`src/rtl/uart_fc_pkg.sv`:
```
package uart_fc_pkg;
  localparam int ADDR_W = 2;
  localparam int REG_W  = 8;
  localparam int ISR_W  = 6;

  localparam logic [ADDR_W-1:0] A_DATA = 2'd0;
  localparam logic [ADDR_W-1:0] A_ISR  = 2'd1;
  localparam logic [ADDR_W-1:0] A_IMR  = 2'd2;
  localparam logic [ADDR_W-1:0] A_CTRL = 2'd3;

  localparam int IS_RXRDY  = 0;
  localparam int IS_TXDONE = 1;
  localparam int IS_CTS    = 2;
  localparam int IS_FERR   = 3;
  localparam int IS_PERR   = 4;
  localparam int IS_OVR    = 5;

  typedef enum logic [1:0] {
    RTS_MANUAL = 2'd0,
    RTS_BY_RX  = 2'd1,
    RTS_BY_TX  = 2'd2,
    RTS_RSVD   = 2'd3
  } rts_mode_e;

  typedef struct packed {
    logic      par_odd;   // bit 7
    logic      par_en;    // bit 6
    logic      rts_level; // bit 5
    rts_mode_e rts_mode;  // bits 4:3
    logic      loop_en;   // bit 2
    logic      rx_en;     // bit 1
    logic      tx_en;     // bit 0
  } ctrl_t;

  function automatic logic parity_of(logic [7:0] d, logic odd);
    return (^d) ^ odd;
  endfunction

  function automatic logic [3:0] last_bit_idx(logic par_en);
    return par_en ? 4'd10 : 4'd9;
  endfunction

  function automatic logic frame_bit(logic [7:0] d, logic [3:0] idx,
                                     logic par_en, logic odd);
    if (idx == 4'd0) return 1'b0;
    if (idx <= 4'd8) return d[3'(idx - 4'd1)];
    if (idx == 4'd9 && par_en) return parity_of(d, odd);
    return 1'b1;
  endfunction
endpackage

```
`src/rtl/uart_fc_tx.sv`:
```
module uart_fc_tx
  import uart_fc_pkg::*;
#(
  parameter int OVERSAMPLE = 16
) (
  input  logic       clk,
  input  logic       rst_n,
  input  logic       tick,
  input  logic       enable,
  input  logic       cts_ok,
  input  logic       par_en,
  input  logic       par_odd,
  input  logic       hold_full,
  input  logic [7:0] hold_data,
  output logic       load,
  output logic       busy,
  output logic       done,
  output logic       line
);
  localparam int CNT_W = (OVERSAMPLE > 1) ? $clog2(OVERSAMPLE) : 1;
  localparam logic [CNT_W-1:0] CNT_LAST = CNT_W'(OVERSAMPLE - 1);

  logic [CNT_W-1:0] cnt;
  logic [3:0]       idx;
  logic [7:0]       sh;
  logic             p_en, p_odd;

  assign load = !busy && enable && hold_full && cts_ok && tick;

  always_ff @(posedge clk or negedge rst_n) begin
    if (!rst_n) begin
      busy <= 1'b0; done <= 1'b0; line <= 1'b1;
      cnt <= '0; idx <= '0; sh <= '0; p_en <= 1'b0; p_odd <= 1'b0;
    end else begin
      done <= 1'b0;
      if (load) begin
        busy <= 1'b1; sh <= hold_data; p_en <= par_en; p_odd <= par_odd;
        idx <= '0; cnt <= '0; line <= 1'b0;
      end else if (busy && tick) begin
        if (cnt == CNT_LAST) begin
          cnt <= '0;
          if (idx == last_bit_idx(p_en)) begin
            busy <= 1'b0; done <= 1'b1; line <= 1'b1;
          end else begin
            idx  <= idx + 4'd1;
            line <= frame_bit(sh, idx + 4'd1, p_en, p_odd);
          end
        end else begin
          cnt <= cnt + 1'b1;
        end
      end
    end
  end

  p_start_low_r2: assert property (@(posedge clk) disable iff (!rst_n)
    $rose(busy) |-> !line);
  p_done_mark_r1: assert property (@(posedge clk) disable iff (!rst_n)
    done |-> (!busy && line));
endmodule

```
`src/rtl/uart_fc_rx.sv`:
```
module uart_fc_rx
  import uart_fc_pkg::*;
#(
  parameter int OVERSAMPLE = 16
) (
  input  logic       clk,
  input  logic       rst_n,
  input  logic       tick,
  input  logic       enable,
  input  logic       par_en,
  input  logic       par_odd,
  input  logic       line,
  output logic       done,
  output logic [7:0] data,
  output logic       frame_err,
  output logic       par_err
);
  localparam int CNT_W = (OVERSAMPLE > 1) ? $clog2(OVERSAMPLE) : 1;
  localparam logic [CNT_W-1:0] CNT_LAST = CNT_W'(OVERSAMPLE - 1);
  localparam logic [CNT_W-1:0] CNT_HALF = CNT_W'(OVERSAMPLE / 2 - 1);

  typedef enum logic [2:0] {R_IDLE, R_START, R_DATA, R_PAR, R_STOP} rx_state_e;

  rx_state_e        st;
  logic             s1, s2, prev;
  logic [CNT_W-1:0] cnt;
  logic [2:0]       idx;
  logic [7:0]       sh;

  assign data = sh;

  always_ff @(posedge clk or negedge rst_n) begin
    if (!rst_n) begin
      s1 <= 1'b1; s2 <= 1'b1;
    end else begin
      s1 <= line; s2 <= s1;
    end
  end

  always_ff @(posedge clk or negedge rst_n) begin
    if (!rst_n) begin
      st <= R_IDLE; prev <= 1'b1; cnt <= '0; idx <= '0; sh <= '0;
      done <= 1'b0; frame_err <= 1'b0; par_err <= 1'b0;
    end else begin
      done <= 1'b0;
      if (!enable) begin
        st <= R_IDLE;
      end else if (tick) begin
        prev <= s2;
        case (st)
          R_IDLE: if (prev && !s2) begin st <= R_START; cnt <= '0; end
          R_START: begin
            if (cnt == CNT_HALF) begin
              cnt <= '0; idx <= '0; par_err <= 1'b0;
              st <= s2 ? R_IDLE : R_DATA;
            end else cnt <= cnt + 1'b1;
          end
          R_DATA: begin
            if (cnt == CNT_LAST) begin
              cnt <= '0; sh <= {s2, sh[7:1]}; idx <= idx + 3'd1;
              if (idx == 3'd7) st <= par_en ? R_PAR : R_STOP;
            end else cnt <= cnt + 1'b1;
          end
          R_PAR: begin
            if (cnt == CNT_LAST) begin
              cnt <= '0; par_err <= (s2 != parity_of(sh, par_odd)); st <= R_STOP;
            end else cnt <= cnt + 1'b1;
          end
          R_STOP: begin
            if (cnt == CNT_LAST) begin
              cnt <= '0; st <= R_IDLE; done <= 1'b1; frame_err <= !s2;
            end else cnt <= cnt + 1'b1;
          end
          default: st <= R_IDLE;
        endcase
      end
    end
  end

  p_done_pulse_r3: assert property (@(posedge clk) disable iff (!rst_n)
    done |=> !done);
  p_done_idle_r3: assert property (@(posedge clk) disable iff (!rst_n)
    done |-> st == R_IDLE);
endmodule

```
`src/rtl/uart_flow_core.sv`:
```
module uart_flow_core
  import uart_fc_pkg::*;
#(
  parameter int OVERSAMPLE = 16
) (
  input  logic       clk,
  input  logic       rst_n,
  input  logic       baud_tick,
  input  logic [1:0] reg_addr,
  input  logic       reg_wr,
  input  logic [7:0] reg_wdata,
  input  logic       reg_rd,
  output logic [7:0] reg_rdata,
  input  logic       rxd,
  output logic       txd,
  input  logic       cts_n,
  output logic       rts_n,
  output logic       irq_n
);
  ctrl_t            ctrl_q;
  logic [ISR_W-1:0] imr_q, isr_q, isr_set, isr_clr;
  logic [7:0]       tx_hold, rx_hold;
  logic             tx_full, rx_full;
  logic             cts_s1, cts_s2, cts_s3;

  logic       wr_data, rd_data_take, cts_edge, rts_assert;
  logic       tx_load, tx_busy, tx_done, tx_line, rx_line;
  logic       rx_done, rx_ferr, rx_perr, rx_store, rx_overrun;
  logic [7:0] rx_byte;

  assign wr_data      = reg_wr && reg_addr == A_DATA;
  assign rd_data_take = reg_rd && reg_addr == A_DATA;
  assign cts_edge     = cts_s2 ^ cts_s3;
  assign rx_store     = rx_done && !rx_full;
  assign rx_overrun   = rx_done && rx_full;
  assign rx_line      = ctrl_q.loop_en ? tx_line : rxd;
  assign txd          = ctrl_q.loop_en ? 1'b1 : tx_line;

  uart_fc_tx #(.OVERSAMPLE(OVERSAMPLE)) u_tx (
    .clk, .rst_n, .tick(baud_tick), .enable(ctrl_q.tx_en), .cts_ok(!cts_s2),
    .par_en(ctrl_q.par_en), .par_odd(ctrl_q.par_odd), .hold_full(tx_full),
    .hold_data(tx_hold), .load(tx_load), .busy(tx_busy), .done(tx_done),
    .line(tx_line));

  uart_fc_rx #(.OVERSAMPLE(OVERSAMPLE)) u_rx (
    .clk, .rst_n, .tick(baud_tick), .enable(ctrl_q.rx_en),
    .par_en(ctrl_q.par_en), .par_odd(ctrl_q.par_odd), .line(rx_line),
    .done(rx_done), .data(rx_byte), .frame_err(rx_ferr), .par_err(rx_perr));

  always_comb begin
    isr_set            = '0;
    isr_set[IS_RXRDY]  = rx_store;
    isr_set[IS_TXDONE] = tx_done;
    isr_set[IS_CTS]    = cts_edge;
    isr_set[IS_FERR]   = rx_done && rx_ferr;
    isr_set[IS_PERR]   = rx_done && rx_perr;
    isr_set[IS_OVR]    = rx_overrun;
    isr_clr = (reg_wr && reg_addr == A_ISR) ? reg_wdata[ISR_W-1:0] : '0;
  end

  always_comb begin
    case (ctrl_q.rts_mode)
      RTS_BY_RX: rts_assert = !rx_full;
      RTS_BY_TX: rts_assert = tx_full || tx_busy;
      default:   rts_assert = ctrl_q.rts_level;
    endcase
  end
  assign rts_n = !rts_assert;
  assign irq_n = ~|(isr_q & imr_q);

  always_comb begin
    case (reg_addr)
      A_DATA:  reg_rdata = rx_hold;
      A_ISR:   reg_rdata = {{(REG_W-ISR_W){1'b0}}, isr_q};
      A_IMR:   reg_rdata = {{(REG_W-ISR_W){1'b0}}, imr_q};
      default: reg_rdata = ctrl_q;
    endcase
  end

  always_ff @(posedge clk or negedge rst_n) begin
    if (!rst_n) begin
      ctrl_q <= '0; imr_q <= '0; isr_q <= '0;
      tx_hold <= '0; tx_full <= 1'b0; rx_hold <= '0; rx_full <= 1'b0;
      cts_s1 <= 1'b1; cts_s2 <= 1'b1; cts_s3 <= 1'b1;
    end else begin
      cts_s1 <= cts_n; cts_s2 <= cts_s1; cts_s3 <= cts_s2;
      isr_q  <= (isr_q & ~isr_clr) | isr_set;
      if (reg_wr && reg_addr == A_CTRL) ctrl_q <= ctrl_t'(reg_wdata);
      if (reg_wr && reg_addr == A_IMR)  imr_q  <= reg_wdata[ISR_W-1:0];
      if (tx_load) tx_full <= 1'b0;
      else if (wr_data && !tx_full) begin
        tx_full <= 1'b1; tx_hold <= reg_wdata;
      end
      if (rx_store) begin
        rx_full <= 1'b1; rx_hold <= rx_byte;
      end else if (rd_data_take) rx_full <= 1'b0;
    end
  end

  p_cts_event_r4: assert property (@(posedge clk) disable iff (!rst_n)
    cts_edge |=> isr_q[IS_CTS]);
  p_drop_when_full_r5: assert property (@(posedge clk) disable iff (!rst_n)
    (wr_data && tx_full && !tx_load) |=> $stable(tx_hold));
  p_load_needs_cts_r5: assert property (@(posedge clk) disable iff (!rst_n)
    tx_load |-> (tx_full && !cts_s2));
  p_rts_rx_full_r6: assert property (@(posedge clk) disable iff (!rst_n)
    (ctrl_q.rts_mode == RTS_BY_RX && rx_store && !(reg_wr && reg_addr == A_CTRL)) |=> rts_n);
  p_w1c_r8: assert property (@(posedge clk) disable iff (!rst_n)
    (isr_clr[IS_RXRDY] && !isr_set[IS_RXRDY]) |=> !isr_q[IS_RXRDY]);
  p_overrun_keep_r10: assert property (@(posedge clk) disable iff (!rst_n)
    rx_overrun |=> ($stable(rx_hold) && isr_q[IS_OVR]));
  p_loop_mark_r1: assert property (@(posedge clk) disable iff (!rst_n)
    (ctrl_q.loop_en && tx_busy) |-> txd);
endmodule

```
`config.mk`:
```
export PLATFORM = sky130hd
export DESIGN_NAME = uart_flow_core
export DESIGN_NICKNAME = d
export VERILOG_FILES = /design/src/rtl/uart_fc_pkg.sv /design/src/rtl/uart_fc_tx.sv /design/src/rtl/uart_fc_rx.sv /design/src/rtl/uart_flow_core.sv
export SDC_FILE = /design/constraint.sdc
export NUM_CORES = 1
export LEC_CHECK = 0
export BUFFER_PORTS_ARGS = -buffer_cell sky130_fd_sc_hd__buf_2
export CORE_MARGIN = 2
export CORE_UTILIZATION = 60
export DETAILED_ROUTE_END_ITERATION = 12
export PLACE_DENSITY = 0.79
export REMOVE_ABC_BUFFERS = 1
export SLEW_MARGIN = 10
export SYNTH_ARGS = -nofsm -noshare
export SYNTH_HDL_FRONTEND = slang
export SYNTH_HIERARCHICAL = 1
export SYNTH_SLANG_ARGS = --single-unit
```
`constraint.sdc`:
```
create_clock -name clk -period 2.3 [get_ports clk]
set_input_delay 0.23 -clock clk [delete_from_list [all_inputs] [get_ports clk]]
set_output_delay 0.23 -clock clk [all_outputs]
set_load 0.005 [all_outputs]
```
# [Word-level counts from Yosys, hierarchy flattened]
# Cells that the tools add are included.
[word_totals] output_inout_bits=11 wordCells=208 in_bits=17 register_bits=86
[classes] order_cmp=2 bitwise_logic=8 muxes=80 eq_ne=28 n_addsub=5 reduce_logical=51
[ops] op="$mux W1" n=49
[ops] op="$mux W4" n=10
[ops] op="$mux W3" n=11
[ops] op="$pmux W8 S3" n=1
[ops] op="$ne A3 B2 Y1 const B" n=6
[ops] op="$logic_and A1 B1 Y1" n=17
[ops] op="$reduce_xor A8 Y1" n=2
[ops] op="$pmux W3 S5" n=1
[ops] op="$reduce_bool A2 Y1" n=7
[ops] op="$add A4 B1 Y4 const B" n=3
[ops] op="$and A6 B6 Y6" n=2
[ops] op="$eq A4 B4 Y1 const B" n=3
[ops] op="$pmux W4 S3" n=1
[ops] op="$reduce_and A4 Y1" n=3
[ops] op="$reduce_and A5 Y1" n=2
[ops] op="$ne A2 B1 Y1 const B" n=4
[ops] op="$logic_not A1 Y1" n=7
[ops] op="$reduce_and A7 Y1" n=1
[ops] op="$eq A2 B2 Y1 const B" n=3
[ops] op="$eq A3 B2 Y1 const B" n=2
[ops] op="$eq A3 B3 Y1 const B" n=2
[ops] op="$mux W6" n=1
[ops] op="$not A6 Y6" n=1
[ops] op="$or A6 B6 Y6" n=1
[ops] op="25 further kinds" n=34

# [Depth between registers and ports, before layout]
# Gate-level depths: netlist (run 1).
[logic_depth] word_depth=25 mapped_depth=8 ltp_nobuf=6

# [Modules after synthesis]
# The synthesis (run 1) kept the hierarchy.
[by_module_without_submodules] mod="uart_flow_core" instances=1 seq_area_each_um2=1029.7 cells_each=123 area_per_inst_um2=1831.8
[by_module_without_submodules] mod="uart_fc_rx" instances=1 seq_area_each_um2=604.3 cells_each=122 area_per_inst_um2=1256.2
[by_module_without_submodules] mod="uart_fc_tx" instances=1 seq_area_each_um2=526.8 cells_each=132 area_per_inst_um2=1211.2

# [Least setup slack after synthesis (run 1)]
# No wires, ideal clock.
[synth_path] path_kind="register to register" from="register u_tx.idx[1]" to="register u_tx.line" setup_time_ns=0.072 period_less_slack_ns=2.006 stages_incl_launch_ff=9 t_arrival_ns=1.934 path_buffers=2 required_ns=2.228 slack_ns=0.294 cell_sequence="dfrtp_1 clkbuf_2 inv_1 ha_1 buf_6 mux2i_1 mux4_2 a221o_1 o21ai_1"
[synth_via] elab_chain_len=17 elab_cells_between_ends=36 cone_classes="add/sub (2); order compare (1); eq/ne (2); mux (29); reduce/logical (2)"
[synth_rtl] item="start: declaration" line_no="uart_fc_tx.sv:24" rtl="logic [3:0] idx;"
[synth_rtl] item="start signal: assignment" line_no="uart_fc_tx.sv:45" rtl="idx <= idx + 4'd1;"
[synth_rtl] item="$add A4 B1 Y4" line_no="uart_fc_tx.sv:46" rtl="line <= frame_bit(sh, idx + 4'd1, p_en, p_odd);"
[synth_rtl] item="$eq A4 B4 Y1" line_no="uart_fc_pkg.sv:47" rtl="if (idx == 4'd9 && par_en) return parity_of(d, odd);"
[synth_rtl] item="$logic_and A1 B1 Y1" line_no="uart_fc_pkg.sv:47"
[synth_rtl] item="$mux W1 (2 in a row)" line_no="uart_fc_pkg.sv:47"
[synth_rtl] item="$mux W1" line_no="uart_fc_pkg.sv:46" rtl="if (idx <= 4'd8) return d[3'(idx - 4'd1)];"
[synth_rtl] item="$mux W1" line_no="uart_fc_tx.sv:42" rtl="if (idx == last_bit_idx(p_en)) begin"
[synth_rtl] item="$mux W1" line_no="uart_fc_tx.sv:40" rtl="if (cnt == CNT_LAST) begin"
[synth_rtl] item="$mux W1" line_no="uart_fc_tx.sv:39" rtl="end else if (busy && tick) begin"
[synth_rtl] item="$mux W1" line_no="uart_fc_tx.sv:36" rtl="if (load) begin"
[synth_rtl] item="$mux W1" line_no="uart_fc_pkg.sv:48" rtl="return 1'b1;"
[synth_rtl] item="$mux W1" line_no="uart_fc_pkg.sv:47"
[synth_rtl] item="$mux W1" line_no="uart_fc_pkg.sv:46"
[synth_rtl] item="$mux W1 *" line_no="uart_fc_tx.sv:42"
[synth_rtl] item="$mux W1 *" line_no="uart_fc_tx.sv:40"
[synth_rtl] item="$mux W1 *" line_no="uart_fc_tx.sv:39"
[synth_rtl] item="$mux W1 *" line_no="uart_fc_tx.sv:36"
[synth_rtl] item="end signal: assignment" line_no="uart_fc_tx.sv:46"
[synth_rtl] item="end: declaration" line_no="uart_fc_tx.sv:18" rtl="output logic line"
# Every way passes the cells marked *; elsewhere a longest branch is shown, timed or not. The select of a mux whose other input is x is not followed.
# A chain may end at the register's enable or synchronous reset.

# [Worst setup path after layout (run 1)]
# Ends and elaborated chain as after synthesis.

==> results of run 1 <==
==> worst min path at each step <==
| stage | depth (start not counted) | end | from | slack [ps] |
|---|---|---|---|---|
| finish | 2 | rx_full | reg_rd | 70 |
| CTS | 2 | rx_full | reg_rd | 50 |
| floorplan | 0 | ctrl_q[0] | rst_n | -70 |
| detailed placement | 1 | u_rx/cnt[3] | rst_n | 250 |
| global route | 2 | rx_full | reg_rd | 70 |
| global placement | 1 | u_rx/cnt[3] | rst_n | 250 |
==> timing repair <==
item,4_1_cts,5_1_grt
endpoints found under the setup margin,0,0
hold endpoints to repair,37,0
hold buffers,2,0
==> metrics by stage <==
step                      worst slack [ps]  util, %  std cells
final                                  174     68.9        507
after global routing                   110     68.9        507
after CTS                              191     68.9        507
after detailed placement               213     65.4        489
after global placement                 284     65.4        489
after floorplan                        278        -        360
==> power by group through the flow <==
stage	Clock, mW	Sequential [mW]	Combinational (mW)
final	1.16	1.85	0.624
after global routing	1.25	1.88	0.704
after CTS	1.19	1.85	0.629
after detailed placement	0	1.88	0.622
after global placement	0	1.86	0.590
after floorplan	0	1.83	0.432
==> sequential cells by signal (all words and copies together), names as in the netlist, 3 cells and up <==
signal,flops
u_rx/st,3
tx_hold,8
u_tx/cnt,4
isr_q,6
u_tx/idx,4
rx_hold,8
imr_q,6
u_rx/cnt,4
u_rx/data,8
ctrl_q,8
u_tx/sh,8
u_rx/idx,3
==> cell families after synthesis <==
group | count (synthesis) | share of synthesized area [%]
AO/OA/AOI/OAI | 55 | 8.99
buffers and inverters | 32 | 4.16
adder cells (fa/ha/maj) | 9 | 2.62
flip-flops | 86 | 50.3
XOR/XNOR | 23 | 5.01
AND/OR/NAND/NOR | 119 | 13.4
multiplexers | 53 | 15.5
==> final cells by class <==
cell class | count | area [µm²]
Sequential cell | 86 | 2160
Tap cell | 96 | 120
Clock buffer | 9 | 124
Fill cell | 487 | 2140
Multi-Input combinational cell | 259 | 1960
Timing Repair Buffer | 35 | 215
Clock inverter | 7 | 95.1
Inverter | 15 | 56.3
==> Yosys cell counts (all sizes together), types with 6 or more instances <==
| cell | instances |
|---|---|
| nand2 | 62 |
| ha | 9 |
| buf | 13 |
| xor2 | 8 |
| inv | 15 |
| xnor2 | 14 |
| mux2 | 39 |
| dfstp | 7 |
| nor2b | 6 |
| dfrtp | 79 |
| mux4 | 7 |
| nor2 | 13 |
| o21ai | 18 |
| nand3 | 13 |
| mux2i | 7 |
==> per-layer routing <==
metal | track usage (%) | wire, µm | up-vias
met5 | 0 | 0 | -
met4 | 8.54 | 77 | 0
met3 | 3.64 | 284 | 6
met2 | 38.9 | 4220 | 65
met1 | 32.7 | 3880 | 1427
li1 | - | - | 1381
==> worst max-delay path: stages (launching register included) <==
cell     delay [ps]
dfrtp_1         520
inv_1            90
ha_1            390
mux2i_1         150
mux4_2          470
a221o_1         330
o21ai_1         120
==> results.md, run 1 <==
- The critical path starts at u_tx/idx[1].
- The element type at the critical path start is a flop.
- Measured in cells, the most critical reg-to-reg path has a length of 6.
- The wire length reported by the detailed router is 8470 µm.
- The sequential cell area fraction in the yosys report is around half.
- Summed over all nets, the switching power comes to ~1 mW.
- In this run, distinct cell masters in the synthesized netlist total 57.
- The biggest area contributor in the post-synthesis netlist is dfrtp_1.
- The clock buffer count from CTS is 9.
- The data arrival time of the critical path is 2410 ps.
- Setup violations remaining at the end of the flow were counted as 0.
- Routability-driven placement finished with a final weighted congestion of 0.882.
- The first routing iteration left slightly above 200 violations.
- In the finished design, the share of the clock period the worst path needs comes to ~92%.
- Cell internal power was estimated by the tool at roughly 2.6 mW.
- The worst register-to-register path ends at u_tx/line.
- Entering global routing, the biggest net connects 43 pins.
- After clock tree synthesis, the clock-pin slew on the worst setup and hold paths is around 90 ps.
- In the layout the commonest cells are 79 x dfrtp_1, 62 x nand2_1, 39 x mux2_2.
- After routing the design area is roughly 0.0047 mm².
- In this run switching power makes up 28.3% of total power.
- Global routing used around a quarter of the available tracks across all layers.
- The number of buffers inserted by port buffering is 27.
- The completed layout was analyzed and its total power is 3.64 mW.
- In this run the biggest area consumer among cell types represents a little under half of the synthesized area.
- The post-cts gate resize count is 0.
- The count of nets left with antenna violations once routing finished came out at 0.
- Ranked by total cell area, the synthesized netlist is headed by dfrtp_1 46%, mux2_2 10%, nand2_1 5.4%.
- The number of pins with negative max-slew slack in the final report is 0.
- The final setup skew is 12.2 ps.
- Counting along the longest clock path gives a buffer depth of 2.
- The synthesis-to-finish area growth is 10.0%.
- The cell leakage power is between 2 and 2.5 nW.
- The total overflow left after global routing is 0.
- The via count of the first global-routing pass is between 2k and 3k.
- The net count reported at finish is 432.
- The placed standard-cell area is approximately 0.0045 mm².
- The library cell used as clock root buffer is clkbuf_8.
- The top fanout value on the critical path is 10.
- In this run, the combinational gates consume around 17% of the power.
- The remaining routing DRC violations is 0.
- The post-layout minimum cycle time is 2130 ps.
- The clock tree synthesis step divided the H-tree into 3 levels.
- The share of layout cells above drive strength 1 is between 20 and 30%.
- IR analysis of the VDD net gives a maximum drop of ~0.00062 V.
- The critical path ends at u_tx/line.
- After floorplanning, the core was sized to cover between 0.006 and 0.007 mm².
- The number of max-cap violations is 0.
- The wire-length estimate of the detail-placed layout is 6180 µm.
- The via density per instance is around 5.7.
- The critical setup path kind is reg2reg.
- The relative slew slack is roughly 63%.
- The run finished with clean final reports.
- The flip-flop cell with the highest count after synthesis is dfrtp_1.
- The first global-routing pass estimated 14200 µm of wire.
- The number of antenna violations at the first check in global routing is 0.
- The cell area power density is 770 mW/mm².
- The routed layout has 2879 vias.
- The pre-antenna-repair detailed-routing pass consisted of 4 iterations.
- The worst path required time is around 2600 ps.
- For the pin with the worst max-slew slack, the measured transition is around 540 ps.
- The effective utilization at floorplan is 62.6%.
- The startpoint of the worst register-to-register path is u_tx/idx[1].
- Setup repair after global routing left no endpoint under its margin.
- The fraction of power consumed by sequential logic is around half.
- Measured along the x axis, the die boundary spans 88.6 µm.
- The async set-reset flop share out of synthesis is 100%.
- Across all hold checks on the routed design, the worst slack comes to ~71 ps.
- The top achievable clock speed is approximately 470 MHz.
- The CTS sink count is 86.
- The site row count is 30.
- The clock network accounts for ~32% of the total power.
- The worst hold path belongs to the class in2reg.
- The nature of the critical path endpoint is a flop.
- The number of setup buffers added after CTS is 0.
- TritonCTS built the clock tree.
- The setup total negative slack is 0 ps.
- In this run, synthesis inferred 0 flip-flops with an integrated enable.
- A synthesized cell averages about 11 µm².
- The flop and latch count out of synthesis is 86.
- The count of warnings emitted by yosys is 6.
- After technology mapping, the gate count stands at between 300 and 400.
- The count of inserted antenna diode cells is 0.
- The most frequent standard cell in the layout excluding fill and tap cells is dfrtp_1.
- In the final routed layout, each cell accounts on average for between 15 and 20 µm.
- The clock latency on the worst-skew pair is about 340 ps.
- The number of hold violations in the final report is 0.
- The worst register-to-register path has a setup slack of 170 ps.
- The die extent in y is roughly 89 µm.
- The combined area of all synthesized cells is between 0.004 and 0.005 mm².
- For this design the top-level I/O count stands at 28.
- The die covers roughly 0.0079 mm².
Note: power is estimated with default switching activity, not from simulation.
==> run 2: changes to the inputs <==
--- a/config.mk
+++ b/config.mk
@@ -5,12 +5,13 @@
 export SDC_FILE = /design/constraint.sdc
 export NUM_CORES = 1
 export LEC_CHECK = 0
-export BUFFER_PORTS_ARGS = -buffer_cell sky130_fd_sc_hd__buf_2
+export BUFFER_PORTS_ARGS = -buffer_cell sky130_fd_sc_hd__buf_4
 export CORE_MARGIN = 2
 export CORE_UTILIZATION = 60
 export DETAILED_ROUTE_END_ITERATION = 12
 export PLACE_DENSITY = 0.79
 export REMOVE_ABC_BUFFERS = 1
+export SKIP_CTS_REPAIR_TIMING = 1
 export SLEW_MARGIN = 10
 export SYNTH_ARGS = -nofsm -noshare
 export SYNTH_HDL_FRONTEND = slang
==> results.md, run 2 (synthesized netlist as in run 1, its figures left out) <==
- The die extent in y was 88.6 µm (unchanged).
- The number of detailed-routing iterations run before antenna repair is 4 (unchanged).
- The startpoint identified for the worst register-to-register timing path is u_tx/idx[1].
- The remaining routing DRC violations came to 0 (unchanged).
- The number of inserted filler cells in the final layout is 499 (+2.5%).
- The clock tree from TritonCTS is done.
- The number of ports placed on the die boundary is 28 (unchanged).
- The top achievable clock speed was 467 MHz (-0.78%).
- The critical path in this run is classified as reg2reg.
- The worst path required time is 2600 ps (+20 ps).
- The final HPWL from detailed placement came to 6020 µm (-2.6%).
- The worst setup path is launched from a flop.
- The number of design-rule violations left by the first detailed-router iteration is 163 (-21%).
- The footprint of the flip-flops and latches is 0.00216 mm² (unchanged).
- The number of buffers inserted by port buffering is 27 (unchanged).
- The global-route wire length before repair is 14500 µm (+2.1%).
- The most frequent standard cell in the layout excluding fill and tap cells is dfrtp_1.
- The top routing layer in use is met4.
- The via density per instance is 5.79 (+1.9%).
- The clock transition at the registers of the reported paths is 90 ps (about the same).
- The number of hold violations in the final report is 0 (unchanged).
- The met2 wire length is 4240 µm (+0.52%).
- The post-route core utilization is 69.9% (+1.0 points).
- The number of max-cap violations is 0 (unchanged).
- The weighted congestion at the end of routability-driven global placement is 0.858 (-2.7%).
- The net count reported at finish was 432 (unchanged).
- The final hold slack is 44.6 ps (-26.2 ps).
- The clock latency on the worst-skew pair is 360 ps (+20 ps).
- The type of the tightest min-delay check is in2reg.
- The power after layout is 3.68 mW (+0.98%).
- The detailed-route wire length on metal 1 came to 3880 µm (unchanged).
- The global router's overall resource usage came to 24.9% (+1.1 points).
- The number of antenna violations at the first check in global routing is 0 (unchanged).
- The total congestion overflow is 0 (unchanged).
- The number of vias after detailed routing came to 2933 (+1.9%).
- The cell sitting at the root of the clock tree is a clkbuf_8.
- The run finished with clean final reports.
- The area growth from synthesis to layout is 11.6%.
- The clock buffer count from CTS was 9 (unchanged).
- The overall die area was 0.00786 mm² (unchanged).
- The worst setup path is captured at a flop.
- The final setup skew is 9.20 ps (-2.98 ps).
- The data arrival time of the critical path was 2440 ps (+30 ps).
- The area of the multi-input gates is 0.00196 mm² (unchanged).
- The worst-case clock buffer depth is 2 (unchanged).
- The site row count came to 30 (unchanged).
- The core area is 0.00687 mm² (unchanged).
- The maximum number of pins on one net before global-route repair is 39 (-9.3%).
- The placed standard-cell area is 0.00456 mm² (+1.4%).
- The cell area power density is 766 mW/mm² (-0.47%).
- The number of nets with antenna violations after detailed routing is 0 (unchanged).
- The cell leakage power is 2.29 nW (+0.79%).
- The CTS sink count came to 86 (unchanged).
- The origin of the worst min-delay path is reg_rd.
- The actual transition at the worst max-transition pin is 547 ps (+4.77 ps).
- Tracing the worst setup path back leads to its startpoint at u_tx/idx[1].
- The top fanout value on the critical path is 10 (unchanged).
- The via count of the first global-routing pass came to 2911 (+0.69%).
- The number of pins with negative max-slew slack in the final report was 0 (unchanged).
- The cell area after layout was 0.00480 mm² (+1.5%).
- Setup repair after global routing left no endpoint under its margin.
- The effective utilization at floorplan is 62.6% (unchanged).
- The post-route fraction of the period consumed by the critical path came to 93.2% (+0.73 points).
- The post-layout minimum cycle time is 2140 ps (+16.7 ps).
- The number of levels in the clock H-tree is 3 (unchanged).
- The setup total negative slack is 0 ps (unchanged).
- The worst vdd rail ir drop is 0.000591 V (-5.2%).
- The relative slew slack is 62.6% (-0.33 points).
- In the layout the commonest cells are 79 x dfrtp_1, 62 x nand2_1, 39 x mux2_2.
- The die boundary width is 88.6 µm (unchanged).
- The count of inserted antenna diode cells was 0 (unchanged).
- The number of endpoints failing setup at the final stage is 0 (unchanged).
- The share of layout cells above drive strength 1 is 27.3% (unchanged).
- The routed wirelength normalized by instance count is 17.0 µm (+2.0%).
- The wire length on met3 came to 371 µm (+31%).
- The wire length reported by the detailed router came to 8640 µm (+2.0%).
==> run 2: changes by cell type in the layout (fill, tap and decap cells not counted), sizes merged <==
cell,before,now
inv,17,15
clkinv,2,4
==> run 2: final timing paths <==
| kind | slack [ps] | endpoint | cells after the start |
|---|---|---|---|
| max | 160 | u_tx/line | 6 |
| min | 40 | rx_full | 2 |
| max reg2reg | 160 | u_tx/line | 6 |
| min reg2reg | 370 | cts_s2 | 0 |
| max in group asynchronous | 1300 | cts_s1 | 3 |
| min in group asynchronous | 300 | u_rx/cnt[1] | 2 |
==> run 2: per-layer routing <==
layer	up-vias	global-route usage, %
met4	0	8.82
met2	77	40.3
met1	1465	33.6
li1	1377	-
met3	14	5.22
met5	-	0
==> run 2: report_power, final <==
part           internal [mW]  switching, mW
Combinational          0.345          0.314
Clock                  0.615          0.558
Sequential              1.68          0.168
==> run 2: layout make-up <==
cell class | instances | area share, %
well taps | 96 | 2.50
clock inverters | 7 | 2.06
flip-flops and latches | 86 | 45.0
clock buffers | 9 | 2.58
repair buffers | 35 | 5.84
multi-input cells | 259 | 40.8
inverters | 15 | 1.17
==> run 2: per-stage QoR <==
stage / setup WS (ps) / cells
floorplan: 278 / 360
global route: 61.1 / 507
CTS: 164 / 505
finish: 157 / 507
detailed placement: 210 / 489
global placement: 291 / 489
==> run 2: critical path: stages, from the launching register on <==
cell and delay [ps]:
dfrtp_1 510, inv_1 100, ha_1 390, mux2i_1 160, mux4_2 480, a221o_1 330, o21ai_1 120
